<file path="config.mk">
export PLATFORM = sky130hd
export DESIGN_NAME = otp_byte_store
export DESIGN_NICKNAME = d
export VERILOG_FILES = /design/src/rtl/otp_pkg.sv /design/src/rtl/otp_mode_decode.sv /design/src/rtl/otp_pulse_fsm.sv /design/src/rtl/otp_cell_array.sv /design/src/rtl/otp_byte_store.sv
export SDC_FILE = /design/constraint.sdc
export NUM_CORES = 1
export LEC_CHECK = 0
export BUFFER_PORTS_ARGS = -buffer_cell sky130_fd_sc_hd__buf_2
export CAP_MARGIN = 20
export CORE_MARGIN = 2
export CORE_UTILIZATION = 50
export DETAILED_ROUTE_END_ITERATION = 10
export PLACE_DENSITY = 0.74
export SLEW_MARGIN = 5
export SYNTH_ARGS = -nofsm -noshare
export SYNTH_HDL_FRONTEND = slang
export SYNTH_SLANG_ARGS = --single-unit
</file>
<file path="constraint.sdc">
create_clock -name clk -period 1.6 [get_ports clk]
set_input_delay 0.16 -clock clk [delete_from_list [all_inputs] [get_ports clk]]
set_output_delay 0.16 -clock clk [all_outputs]
set_load 0.02 [all_outputs]
</file>
<file path="src/rtl/otp_pkg.sv">
package otp_pkg;

    typedef enum logic [2:0] {
        MD_READ,
        MD_OFF,
        MD_STANDBY,
        MD_PROGRAM,
        MD_VERIFY,
        MD_INHIBIT,
        MD_IDENT,
        MD_ILLEGAL
    } mode_t;

    typedef enum logic [1:0] {
        PS_IDLE,
        PS_COUNT,
        PS_READY
    } pulse_t;

    localparam logic [7:0] ID_MAKER  = 8'h20;
    localparam logic [7:0] ID_DEVICE = 8'h41;
    localparam logic [7:0] ERASED    = 8'hFF;

endpackage

</file>
<file path="src/rtl/otp_mode_decode.sv">
module otp_mode_decode
    import otp_pkg::*;
(
    input  logic  sel_n,
    input  logic  gate_n,
    input  logic  prog_pwr,
    input  logic  id_hv,
    output mode_t mode
);

    always_comb begin
        if (prog_pwr) begin
            if (id_hv) begin
                mode = MD_ILLEGAL;
            end else begin
                unique case ({sel_n, gate_n})
                    2'b01:   mode = MD_PROGRAM;
                    2'b10:   mode = MD_VERIFY;
                    2'b11:   mode = MD_INHIBIT;
                    default: mode = MD_ILLEGAL;
                endcase
            end
        end else if (sel_n) begin
            mode = MD_STANDBY;
        end else if (gate_n) begin
            mode = MD_OFF;
        end else if (id_hv) begin
            mode = MD_IDENT;
        end else begin
            mode = MD_READ;
        end
    end

endmodule

</file>
<file path="src/rtl/otp_pulse_fsm.sv">
module otp_pulse_fsm
    import otp_pkg::*;
#(
    parameter int ADDR_W    = 4,
    parameter int MIN_PULSE = 4
) (
    input  logic              clk,
    input  logic              rst_n,
    input  logic              erase,
    input  logic              sel_n,
    input  logic              gate_n,
    input  logic              prog_pwr,
    input  logic              id_hv,
    input  logic [ADDR_W-1:0] addr,
    input  logic [7:0]        wdata,
    output logic              wr_en,
    output logic [ADDR_W-1:0] wr_addr,
    output logic [7:0]        wr_data
);

    localparam int CNT_W = $clog2(MIN_PULSE + 1);
    localparam logic [CNT_W-1:0] CNT_LAST = CNT_W'(MIN_PULSE - 1);

    pulse_t            state_q, state_d;
    logic [CNT_W-1:0]  cnt_q, cnt_d;
    logic [ADDR_W-1:0] a_q, a_d;
    logic [7:0]        d_q, d_d;
    logic              pulse_on, release_ok;

    assign pulse_on   = prog_pwr && gate_n && !sel_n && !id_hv;
    assign release_ok = prog_pwr && gate_n && sel_n && !id_hv;

    always_ff @(posedge clk or negedge rst_n) begin
        if (!rst_n) begin
            state_q <= PS_IDLE;
            cnt_q   <= '0;
            a_q     <= '0;
            d_q     <= '0;
        end else begin
            state_q <= state_d;
            cnt_q   <= cnt_d;
            a_q     <= a_d;
            d_q     <= d_d;
        end
    end

    always_comb begin
        state_d = state_q;
        cnt_d   = cnt_q;
        a_d     = a_q;
        d_d     = d_q;
        unique case (state_q)
            PS_IDLE: begin
                if (pulse_on) begin
                    a_d     = addr;
                    d_d     = wdata;
                    cnt_d   = CNT_W'(1);
                    state_d = (MIN_PULSE <= 1) ? PS_READY : PS_COUNT;
                end
            end
            PS_COUNT: begin
                if (pulse_on) begin
                    cnt_d = cnt_q + CNT_W'(1);
                    if (cnt_q == CNT_LAST) state_d = PS_READY;
                end else begin
                    state_d = PS_IDLE;
                end
            end
            PS_READY: begin
                if (!pulse_on) state_d = PS_IDLE;
            end
            default: state_d = PS_IDLE;
        endcase
        if (erase) state_d = PS_IDLE;
    end

    always_comb begin
        wr_en   = (state_q == PS_READY) && release_ok && !erase;
        wr_addr = a_q;
        wr_data = d_q;
    end

    a_r5_write_ends_low: assert property (@(posedge clk) disable iff (!rst_n)
        wr_en |-> (sel_n && $past(!sel_n)));

    a_r10_no_pulse_on_illegal: assert property (@(posedge clk) disable iff (!rst_n)
        (state_q == PS_IDLE && prog_pwr && id_hv) |=> (state_q == PS_IDLE));

endmodule

</file>
<file path="src/rtl/otp_cell_array.sv">
module otp_cell_array
    import otp_pkg::*;
#(
    parameter int ADDR_W = 4
) (
    input  logic              clk,
    input  logic              rst_n,
    input  logic              erase,
    input  logic              wr_en,
    input  logic [ADDR_W-1:0] wr_addr,
    input  logic [7:0]        wr_data,
    input  logic [ADDR_W-1:0] rd_addr,
    output logic [7:0]        rd_data
);

    localparam int DEPTH = 1 << ADDR_W;

    logic [7:0] cells [DEPTH];

    always_ff @(posedge clk or negedge rst_n) begin
        if (!rst_n) begin
            for (int i = 0; i < DEPTH; i++) cells[i] <= ERASED;
        end else if (erase) begin
            for (int i = 0; i < DEPTH; i++) cells[i] <= ERASED;
        end else if (wr_en) begin
            cells[wr_addr] <= cells[wr_addr] & wr_data;
        end
    end

    assign rd_data = cells[rd_addr];

    for (genvar g = 0; g < DEPTH; g++) begin : g_chk
        a_r7_clear_only: assert property (@(posedge clk) disable iff (!rst_n)
            !erase |=> ((cells[g] & ~$past(cells[g])) == 8'h00));
        a_r8_erase_ones: assert property (@(posedge clk) disable iff (!rst_n)
            erase |=> (cells[g] == ERASED));
    end

endmodule

</file>
<file path="src/rtl/otp_byte_store.sv">
module otp_byte_store
    import otp_pkg::*;
#(
    parameter int ADDR_W    = 4,
    parameter int MIN_PULSE = 4
) (
    input  logic              clk,
    input  logic              rst_n,
    input  logic              sel_n,
    input  logic              gate_n,
    input  logic              prog_pwr,
    input  logic              id_hv,
    input  logic [ADDR_W-1:0] addr,
    input  logic [7:0]        wdata,
    input  logic              erase,
    output logic [7:0]        q_data,
    output logic              q_drive
);

    mode_t             mode;
    logic              wr_en;
    logic [ADDR_W-1:0] wr_addr;
    logic [7:0]        wr_data;
    logic [7:0]        word;

    otp_mode_decode u_decode (
        .sel_n    (sel_n),
        .gate_n   (gate_n),
        .prog_pwr (prog_pwr),
        .id_hv    (id_hv),
        .mode     (mode)
    );

    otp_pulse_fsm #(.ADDR_W(ADDR_W), .MIN_PULSE(MIN_PULSE)) u_pulse (
        .clk      (clk),
        .rst_n    (rst_n),
        .erase    (erase),
        .sel_n    (sel_n),
        .gate_n   (gate_n),
        .prog_pwr (prog_pwr),
        .id_hv    (id_hv),
        .addr     (addr),
        .wdata    (wdata),
        .wr_en    (wr_en),
        .wr_addr  (wr_addr),
        .wr_data  (wr_data)
    );

    otp_cell_array #(.ADDR_W(ADDR_W)) u_array (
        .clk      (clk),
        .rst_n    (rst_n),
        .erase    (erase),
        .wr_en    (wr_en),
        .wr_addr  (wr_addr),
        .wr_data  (wr_data),
        .rd_addr  (addr),
        .rd_data  (word)
    );

    always_comb begin
        q_drive = 1'b0;
        q_data  = 8'h00;
        unique case (mode)
            MD_READ, MD_VERIFY: begin
                q_drive = 1'b1;
                q_data  = word;
            end
            MD_IDENT: begin
                q_drive = 1'b1;
                q_data  = addr[0] ? ID_DEVICE : ID_MAKER;
            end
            MD_OFF, MD_STANDBY, MD_PROGRAM, MD_INHIBIT, MD_ILLEGAL: begin
                q_drive = 1'b0;
                q_data  = 8'h00;
            end
            default: begin
                q_drive = 1'b0;
                q_data  = 8'h00;
            end
        endcase
    end

    a_r3_standby_undriven: assert property (@(posedge clk) disable iff (!rst_n)
        (!prog_pwr && (sel_n || gate_n)) |-> (!q_drive && q_data == 8'h00));

    a_r10_illegal_undriven: assert property (@(posedge clk) disable iff (!rst_n)
        (prog_pwr && (id_hv || (!sel_n && !gate_n))) |-> !q_drive);

    a_r4_verify_drives: assert property (@(posedge clk) disable iff (!rst_n)
        (prog_pwr && !id_hv && sel_n && !gate_n) |-> q_drive);

    a_r9_ident_code: assert property (@(posedge clk) disable iff (!rst_n)
        (id_hv && !prog_pwr && !sel_n && !gate_n) |->
            (q_drive && q_data == (addr[0] ? 8'h41 : 8'h20)));

endmodule

</file>
==> metrics.log, run 1 <==
[metrics] result of the run: complete, but fails checks
[metrics] failing checks: negative setup slack
[metrics] top post-synthesis cells by area: dfstp_2, mux4_2, a211o_1, nor2_1, dfrtp_1
[metrics] max_cap viols: 0
[metrics] Worst-Skew Late Latency: 0.44 ns
[metrics] ys flop type: dfstp_2
[metrics] worst slew pin tran: 0.6630 ns
[metrics] synthesized instance count: 651
[metrics] total wirelength of the detailed-routed design: 26,550 µm
[metrics] ANT nets after route: 0
[metrics] share of cells above drive strength 1: 66.15%
[metrics] WP data arrival: 1.87 ns
[metrics] Die Footprint: 0.01719 mm²
[metrics] vias per cell: 6.887
[metrics] clock-pin transition on the worst setup and hold timing paths: 0.06 ns
[metrics] Chip Width: 131.1 µm
[metrics] final worst setup slack: -0.4340 ns
[metrics] kind of start point of the critical path: flip-flop
[metrics] Post-DP Area: 0.009099 mm²
[metrics] Boundary Pins: 28
[metrics] period utilization: 127.1%
[metrics] number of antenna violations at the first check in global routing: 0
[metrics] total clock sinks: 145
[metrics] post-synthesis average cell area: 12.41 µm²
[metrics] Final min period: 2.034 ns
[metrics] Filler Cell Count: 986
[metrics] maximum number of buffers from clock root to sink: 2
[metrics] DR vias: 6,818
[metrics] remaining global-route overflow: 0
[metrics] setup violators final: 136
[metrics] fin. max-slew vios: 0
[metrics] Worst slew margin: 55.80%
[metrics] number of standard-cell rows in the floorplan: 46
[metrics] multiplexer share of the synthesized area: 21.41%
[metrics] last weighted congestion value of the routability-driven placer: 0.8840
[metrics] CTS Buf Count: 17
[metrics] fraction of the mapped netlist area in adder cells: 0.3098%
[metrics] Core Area: 0.01583 mm²
[metrics] sum of negative setup slack: -18.84 ns
[metrics] number of port buffers: 27
[metrics] worst ir drop on vdd: 0.8295 mV
[metrics] setup clock skew after layout: 0.008094 ns
[metrics] class of the tightest hold or removal check: input pin to flip-flop
[metrics] area share of the leading cell type in the synthesized netlist: 41.64%
[metrics] die boundary height: 131.1 µm
[metrics] combinational family with the most area after synthesis: multiplexers
[metrics] Leak: 3.837 nW
[metrics] number of detailed-routing iterations run before antenna repair: 5
[metrics] HPWL after detailed placement: 15,750 µm
[metrics] YS warnings: 0
[metrics] count of inserted antenna diode cells: 0
[metrics] proportion of register bits with asynchronous set or reset after synthesis: 100.0%
[metrics] Pwr Density: 922.5 mW/mm²
[metrics] number of distinct library cells after synthesis: 39
[metrics] top post-synthesis cells by count: nor2_1, a211o_1, dfstp_2, mux4_2, nand2_1
[metrics] Wirelength per Cell: 26.82 µm
[metrics] fraction of the mapped netlist area in compound gates: 14.97%
[metrics] Clk Tree Root Cell: clkbuf_16
[metrics] final hold violation count: 0
[metrics] final standard cell area without fillers: 0.01086 mm²
[metrics] pin count of the biggest net entering global routing: 53
[metrics] post-synthesis sequential area ratio: 46.91%
[metrics] starting DRC count in detailed routing: 834
[metrics] post-synthesis share of cell area spent on and, or, nand and nor gates: 13.35%
[metrics] global-route wire length before repair: 39,030 µm
[metrics] flip-flop and latch count after synthesis: 145
[metrics] overall routing resource usage: 31.10%
[metrics] post-route total power: 10.01 mW
[metrics] Syn-to-layout area delta: 34.42%
[metrics] initial core utilization: 51.03%
[metrics] number of nets in the final layout: 782
[metrics] net count after synthesis: 672
[metrics] worst slack at placement: -0.1810 ns
[metrics] number of enable-type register cells in the synthesized netlist: 0
[metrics] TritonCTS clock tree: done
[metrics] upper clock frequency limit: 0.4916 GHz
[metrics] Max Fanout on Critical Path: 3
[metrics] DR DRC count: 0
[metrics] worst setup path class: flip-flop to output pin
[metrics] setup repair after global routing missed its margin: true
[metrics] synthesized cell area: 0.008076 mm²
[metrics] Post-Synth XOR/XNOR Area: 0.1084%
[metrics] kind of end point of the critical path: output pin
[metrics] required time worst endpoint: 1.44 ns
[metrics] # H-tree levels: 4
[metrics] vias in the first global route: 6,880
[metrics] dominant cell type by area after synthesis: dfstp_2
[metrics] most frequent cell after synthesis: nor2_1
==> area by class of cell <==
type                    count  area, µm²  share of cell area (%)
multi-input cells         462       4825                   44.44
flip-flops and latches    145       3791                   34.92
repair buffers            134       1419                   13.07
clock buffers              18      429.2                   3.953
well taps                 216      270.3                   2.489
clock inverters            14      118.9                   1.095
inverters                   1      3.754                 0.03457
==> power breakdown <==
group	internal (mW)	switching, mW	total (mW)
clock	2.12	1.64	3.77
combinational	0.979	1.20	2.17
sequential	3.75	0.320	4.07
total	6.86	3.16	10.0
==> cells in the final DEF (no fill, tap or decap), types with 4 or more instances in the layout <==
cell / count
dfstp_2: 128
nor2_4: 14
dfrtp_1: 15
buf_12: 25
buf_6: 16
nand3_4: 5
nand2_2: 4
mux2i_1: 6
dlygate4sd3_1: 9
buf_2: 19
buf_4: 61
nand4_4: 12
clkbuf_16: 18
clkinv_2: 5
nand2_1: 12
mux2_1: 10
mux2_2: 4
a211o_1: 128
nor2_2: 69
mux4_2: 64
nand2_4: 31
o22ai_1: 4
clkinvlp_4: 5
mux2i_2: 4
nor2_1: 52
==> registers in the layout, indices dropped and copies added (netlist names) <==
| signal | count |
|---|---|
| u_array.cells | 128 |
| u_pulse.state_q | 2 |
| u_pulse.wr_data | 8 |
| u_pulse.wr_addr | 4 |
| u_pulse.cnt_q | 3 |
==> through the flow <==
stage | instances | utilization [%] | hold WS [ns]
after floorplan | 651 | - | -0.1356
after global placement | 923 | 57.49 | 0.09949
after detailed placement | 923 | 57.49 | 0.1102
after CTS | 985 | 66.00 | 0.004767
after global routing | 990 | 68.59 | 0.03311
final | 990 | 68.59 | 0.02100
==> path summary, 6_finish.rpt <==
kind                       cells past startpoint  slack [ns]                from            endpoint
max reg2reg                                    6       -0.25  u_pulse.wr_addr[0]   u_array.cells[32]
max in group asynchronous                      3        0.71               rst_n   u_array.cells[57]
min reg2reg                                    2        0.48    u_pulse.cnt_q[2]    u_pulse.cnt_q[2]
max                                            4       -0.43   u_array.cells[31]           q_data[7]
min in group asynchronous                      2        0.22               rst_n  u_pulse.wr_data[6]
min                                            2        0.02             addr[3]  u_pulse.wr_addr[3]
==> logic make-up (layout without fill, tap and decap cells) <==
group,Yosys count,count (layout)
adder cells (fa/ha/maj),2,2
buffers and inverters,44,167
multiplexers,91,91
XOR/XNOR,1,1
AO/OA/AOI/OAI,143,143
AND/OR/NAND/NOR,225,225
flip-flops,145,145
==> metal layers <==
metal	track usage, %	routed length [µm]	up-vias
li1	-	-	2722
met1	39.47	9870	3528
met2	48.80	12950	447
met3	7.873	2353	121
met4	17.90	1377	0
met5	0	0	-
==> critical path, cell delays in order, from the launching register on <==
cell and delay (ns):
dfstp_2 0.38, mux4_2 0.50, mux2i_1 0.22, o22ai_1 0.13
buf_4 0.19
==> repair_timing <==
item / 4_1_cts / 5_1_grt
pin swaps: 159 / 48
endpoints found under the setup margin: 136 / 136
gates cloned: 3 / 0
setup buffers: 19 / 7
gates resized for setup: 113 / 105
hold buffers: 9 / 0
endpoints found under the hold margin: 49 / 0
Power figures use the tool's default switching activity.
==> run 2: changes to the inputs <==
--- a/config.mk
+++ b/config.mk
@@ -7,10 +7,13 @@
 export LEC_CHECK = 0
 export BUFFER_PORTS_ARGS = -buffer_cell sky130_fd_sc_hd__buf_2
 export CAP_MARGIN = 20
+export CELL_PAD_IN_SITES_DETAIL_PLACEMENT = 1
+export CELL_PAD_IN_SITES_GLOBAL_PLACEMENT = 2
 export CORE_MARGIN = 2
-export CORE_UTILIZATION = 50
+export CORE_UTILIZATION = 40
 export DETAILED_ROUTE_END_ITERATION = 10
-export PLACE_DENSITY = 0.74
+export PLACE_DENSITY = 0.82
+export RECOVER_POWER = 50
 export SLEW_MARGIN = 5
 export SYNTH_ARGS = -nofsm -noshare
 export SYNTH_HDL_FRONTEND = slang
==> metrics.log, run 2 (same netlist as run 1, synthesis figures left out) <==
[metrics] number of antenna violations at the first check in global routing: 0
[metrics] class of the tightest hold or removal check: input pin to flip-flop
[metrics] HP Start: addr[3]
[metrics] HPWL after detailed placement: 18,600 µm
[metrics] Slowest cell on crit path: mux4_2
[metrics] pin count of the biggest net entering global routing: 67
[metrics] global-route wire length before repair: 47,990 µm
[metrics] Filler Cell Count: 1,963
[metrics] fraction of met2 tracks used by global routing: 47.71%
[metrics] depth of the most critical reg-to-reg path: 6
[metrics] Pwr Density: 924.8 mW/mm²
[metrics] worst hold path endpoint: u_pulse.wr_addr[3]
[metrics] max_cap viols: 0
[metrics] vias in the first global route: 7,721
[metrics] initial core utilization: 41.09%
[metrics] TritonCTS clock tree: done
[metrics] maximum number of buffers from clock root to sink: 2
[metrics] R2R setup slack: -0.20 ns
[metrics] Max Fanout on Critical Path: 2
[metrics] ANT nets after route: 0
[metrics] Leak: 3.976 nW
[metrics] kind of start point of the critical path: flip-flop
[metrics] count of inserted antenna diode cells: 0
[metrics] peak per-stage delay on the critical path: 0.52 ns
[metrics] overall routing resource usage: 30.02%
[metrics] Worst-Skew Late Latency: 0.45 ns
[metrics] result of the run: complete, but fails checks
[metrics] max FFs per register: 128
[metrics] post-layout utilization of the core: 57.37%
[metrics] post-route total power: 10.43 mW
[metrics] sum of negative setup slack: -18.97 ns
[metrics] upper clock frequency limit: 0.4782 GHz
[metrics] Cell Chain, Critical Path: mux4_2 -> mux2i_2 -> buf_4 -> o22ai_4 -> buf_6
[metrics] GRT met1 Usage: 38.11%
[metrics] worst slew pin tran: 0.8096 ns
[metrics] number of port buffers: 27
[metrics] Core Area: 0.01965 mm²
[metrics] required time worst endpoint: 1.44 ns
[metrics] failing checks: negative setup slack
[metrics] period utilization: 130.7%
[metrics] total clock sinks: 145
[metrics] total wirelength of the detailed-routed design: 31,660 µm
[metrics] worst setup path class: flip-flop to output pin
[metrics] # H-tree levels: 4
[metrics] DR vias: 6,998
[metrics] WP data arrival: 1.93 ns
[metrics] highest-count cells in the layout ignoring fill and taps: a211o_1, dfstp_2, buf_4, nor2_2, mux4_2
[metrics] non-filler instance count after layout: 1,078
[metrics] starting DRC count in detailed routing: 711
[metrics] sequential cell area in the final layout: 0.003791 mm²
[metrics] final standard cell area without fillers: 0.01128 mm²
[metrics] routing layer with the top usage in global route: met2
[metrics] Die Footprint: 0.02134 mm²
[metrics] Worst slew margin: 46.03%
[metrics] Final min period: 2.091 ns
[metrics] die boundary height: 146.1 µm
[metrics] Boundary Pins: 28
[metrics] CP top delay family: multiplexers
[metrics] Wirelength per Cell: 29.37 µm
[metrics] worst flop-to-flop path endpoint: u_array.cells[31]
[metrics] Syn-to-layout area delta: 39.61%
[metrics] met3 demand-to-capacity share in global routing: 7.469%
[metrics] CTS Buf Count: 17
[metrics] worst hold path stage count: 2
[metrics] Post-DP Area: 0.009528 mm²
[metrics] clock-pin transition on the worst setup and hold timing paths: 0.06 ns
[metrics] total buffers and inverters traversed by the critical path: 2
[metrics] DR DRC count: 0
[metrics] kind of end point of the critical path: output pin
[metrics] number of nets in the final layout: 821
[metrics] final worst setup slack: -0.4911 ns
[metrics] setup clock skew after layout: 0.01454 ns
[metrics] vias per cell: 6.492
[metrics] setup violators final: 136
[metrics] area used by multi-input combinational logic: 0.004846 mm²
[metrics] worst ir drop on vdd: 0.7863 mV
[metrics] number of detailed-routing iterations run before antenna repair: 5
[metrics] Clk Tree Root Cell: clkbuf_16
[metrics] worst flop-to-flop path startpoint: u_pulse.wr_addr[0]
[metrics] share of cells above drive strength 1: 69.50%
[metrics] number of standard-cell rows in the floorplan: 51
[metrics] final hold violation count: 0
[metrics] placed instance count: 1,016
[metrics] largest reg by FF count: u_array.cells
[metrics] Chip Width: 146.1 µm
[metrics] remaining global-route overflow: 0
[metrics] fin. max-slew vios: 0
[metrics] setup repair after global routing missed its margin: true
[metrics] last weighted congestion value of the routability-driven placer: 0.8487
run 2: cell count changes in the layout (fill, tap and decap cells not counted), sizes merged:
cell and change:
bufinv +1, inv +5, clkinv -4, clkbuf +2, buf +36, dlygate4sd3 +1, clkinvlp -2
run 2: per-stage QoR:
step,setup WS (ns),hold slack [ns]
after floorplan,-0.0004444,-0.1356
after global placement,-0.1999,0.2772
after detailed placement,-0.1811,0.2826
after CTS,-0.4344,0.02583
after global routing,-0.5001,0.05725
final,-0.4911,0.05188
run 2: how the worst max path moves through the flow:
| stage | cells after the start | startpoint | endpoint | slack, ns |
|---|---|---|---|---|
| 2_1_floorplan | 6 | u_pulse.wr_addr[0] | u_array.cells[24] | -0.0004 |
| 3_3_place_gp | 5 | addr[1] | q_data[5] | -0.20 |
| 3_5_place_dp | 7 | addr[0] | q_data[6] | -0.18 |
| 4_1_cts | 5 | u_array.cells[56] | q_data[0] | -0.43 |
| 5_1_grt | 4 | u_array.cells[78] | q_data[6] | -0.50 |
| 6_report | 5 | u_array.cells[56] | q_data[0] | -0.49 |
run 2: final cells by class:
| class | instances | share of cell area [%] |
|---|---|---|
| Timing Repair Buffer | 173 | 15.26 |
| Tap cell | 265 | 2.941 |
| Clock inverter | 14 | 1.365 |
| Clock buffer | 18 | 3.806 |
| Multi-Input combinational cell | 462 | 42.98 |
| Sequential cell | 145 | 33.62 |
| Inverter | 1 | 0.03329 |
run 2: what timing repair did:
action / 4_1_cts / 5_1_grt
hold buffers: 10 / 0
hold endpoints to repair: 47 / 0
gates cloned: 6 / 1
buffers inserted: 15 / 0
pin swaps: 182 / 19
gates resized for setup: 136 / 97
endpoints found under the setup margin: 136 / 139
run 2: worst register-to-register path, stage by stage (launching register included):
cell and delay, ns:
dfrtp_2 0.41, buf_6 0.16, buf_16 0.16, mux4_2 0.56, nand2_4 0.13, nor2_2 0.06
a211o_1 0.24
run 2: power breakdown:
group	switching (mW)	total [mW]	internal, mW
logic	1.26	2.20	0.938
registers	0.351	4.10	3.75
clock network	1.81	4.13	2.32
run 2: per-layer routing:
layer	wire length, µm	share of wire, %
met5	0	0
met4	1556	4.9
met3	2225	7.0
met2	15210	48
met1	12660	40
==> run 3: changes to the inputs <==
==> constraint.sdc (replaced) <==
create_clock -name clk -period 1.6 [get_ports clk]
set_input_delay 0.08 -clock clk [delete_from_list [all_inputs] [get_ports clk]]
set_output_delay 0.08 -clock clk [all_outputs]
set_load 0.02 [all_outputs]
==> metrics.log, run 3 (same netlist as run 1, synthesis figures left out) <==
[metrics] result of the run: complete, but fails checks
[metrics] failing checks: negative setup slack
[metrics] starting DRC count in detailed routing: 554
[metrics] overall routing resource usage: 30.32%
[metrics] Wirelength per Cell: 30.11 µm
[metrics] number of detailed-routing iterations run before antenna repair: 5
[metrics] worst flop-to-flop path startpoint: u_pulse.wr_addr[0]
[metrics] total buffers and inverters traversed by the critical path: 2
[metrics] WP data arrival: 1.96 ns
[metrics] # H-tree levels: 4
[metrics] initial core utilization: 41.09%
[metrics] last weighted congestion value of the routability-driven placer: 0.8692
[metrics] setup clock skew after layout: 0.01088 ns
[metrics] fin. max-slew vios: 0
[metrics] worst hold path endpoint: u_pulse.wr_addr[0]
[metrics] number of standard-cell rows in the floorplan: 51
[metrics] Clk Tree Root Cell: clkbuf_16
[metrics] highest-count cells in the layout ignoring fill and taps: a211o_1, dfstp_2, buf_4, nor2_2, mux4_2
[metrics] worst flop-to-flop path endpoint: u_array.cells[24]
[metrics] Boundary Pins: 28
[metrics] maximum number of buffers from clock root to sink: 2
[metrics] total clock sinks: 145
[metrics] final worst hold slack: 0.1903 ns
[metrics] required time worst endpoint: 1.52 ns
[metrics] HPWL after detailed placement: 19,400 µm
[metrics] max FFs per register: 128
[metrics] Pwr Density: 930.1 mW/mm²
[metrics] worst setup path class: flip-flop to output pin
[metrics] worst hold path stage count: 3
[metrics] largest reg by FF count: u_array.cells
[metrics] CP top delay family: multiplexers
[metrics] Post-DP Area: 0.009465 mm²
[metrics] class of the tightest hold or removal check: input pin to flip-flop
[metrics] Chip Width: 146.1 µm
[metrics] kind of end point of the critical path: output pin
[metrics] worst slew pin tran: 0.7202 ns
[metrics] Final min period: 2.039 ns
[metrics] area used by multi-input combinational logic: 0.004946 mm²
[metrics] Slowest cell on crit path: mux4_2
[metrics] global-route wire length before repair: 48,390 µm
[metrics] total wirelength of the detailed-routed design: 32,660 µm
[metrics] upper clock frequency limit: 0.4905 GHz
[metrics] number of antenna violations at the first check in global routing: 0
[metrics] remaining global-route overflow: 0
[metrics] Die Footprint: 0.02134 mm²
[metrics] Worst slew margin: 51.99%
[metrics] number of nets in the final layout: 829
[metrics] Syn-to-layout area delta: 42.32%
[metrics] worst slack at placement: -0.1511 ns
[metrics] setup violators final: 136
[metrics] post-route total power: 10.69 mW
[metrics] final standard cell area without fillers: 0.01149 mm²
[metrics] vias per cell: 6.535
[metrics] final worst setup slack: -0.4387 ns
[metrics] peak per-stage delay on the critical path: 0.48 ns
[metrics] Max Fanout on Critical Path: 2
[metrics] count of inserted antenna diode cells: 0
[metrics] DR vias: 7,091
[metrics] number of port buffers: 27
[metrics] Leak: 4.095 nW
[metrics] setup repair after global routing missed its margin: true
[metrics] ANT nets after route: 0
[metrics] TritonCTS clock tree: done
[metrics] Filler Cell Count: 1,963
[metrics] share of cells above drive strength 1: 70.12%
[metrics] HP Start: addr[0]
[metrics] Worst-Skew Late Latency: 0.44 ns
[metrics] Core Area: 0.01965 mm²
[metrics] Cell Chain, Critical Path: mux4_2 -> mux2i_2 -> buf_4 -> o221ai_4 -> buf_6
[metrics] DR DRC count: 0
[metrics] R2R setup slack: -0.23 ns
[metrics] max_cap viols: 0
[metrics] vias in the first global route: 7,704
[metrics] pin count of the biggest net entering global routing: 50
[metrics] worst ir drop on vdd: 0.8576 mV
[metrics] sum of negative setup slack: -19.15 ns
[metrics] final hold violation count: 0
[metrics] sequential cell area in the final layout: 0.003791 mm²
[metrics] die boundary height: 146.1 µm
[metrics] period utilization: 127.4%
[metrics] kind of start point of the critical path: flip-flop
[metrics] CTS Buf Count: 17
[metrics] clock-pin transition on the worst setup and hold timing paths: 0.06 ns
[metrics] depth of the most critical reg-to-reg path: 7
## run 3: worst max path at each step
stage | startpoint | cells past startpoint | slack (ns) | end
after detailed placement | u_pulse.wr_addr[0] | 5 | -0.15 | u_array.cells[112]
after floorplan | u_pulse.wr_addr[0] | 6 | -0.0004 | u_array.cells[24]
after CTS | u_array.cells[77] | 5 | -0.40 | q_data[5]
final | u_array.cells[69] | 5 | -0.44 | q_data[5]
after global placement | addr[0] | 6 | -0.10 | q_data[0]
after global routing | u_array.cells[69] | 5 | -0.48 | q_data[5]
## run 3: where the power goes
| part | internal [mW] | switching [mW] |
|---|---|---|
| logic | 0.985 | 1.36 |
| clock network | 2.63 | 1.66 |
| registers | 3.75 | 0.305 |
## run 3: cell type report
cell class	count	share of cell area, %
multi-input combinational	462	43.03
clock buffer	20	3.886
clock inverter	11	1.426
inverter	1	0.03265
tap	265	2.885
sequential	145	32.98
timing repair buffer	181	15.76
## run 3: layer usage
layer | global-route usage, % | share of wire [%] | vias to the layer above
met5 | 0 | 0 | -
met4 | 15.92 | 5.0 | 0
met3 | 5.906 | 6.1 | 115
met2 | 50.24 | 50 | 368
met1 | 37.86 | 39 | 3787
li1 | - | - | 2821
## run 3: worst min-delay path, stage by stage
cell    delay [ns]
buf_2         0.19
buf_12        0.18
mux2_1        0.13
## run 3: what timing repair did
item                                    4_1_cts  5_1_grt
gates cloned                                  5        0
buffers inserted                             19       19
hold buffers                                 11        0
endpoints found under the setup margin      136      137
hold endpoints to repair                     48        0
pin swaps                                   167       52
resized for setup                           153      130
## run 3: through the flow
| step | utilization [%] | instances |
|---|---|---|
| 2_1_floorplan | - | 651 |
| 3_3_place_gp | 48.16 | 1011 |
| 3_5_place_dp | 48.16 | 1011 |
| 4_1_cts | 56.47 | 1076 |
| 5_1_grt | 58.49 | 1085 |
| 6_report | 58.49 | 1085 |
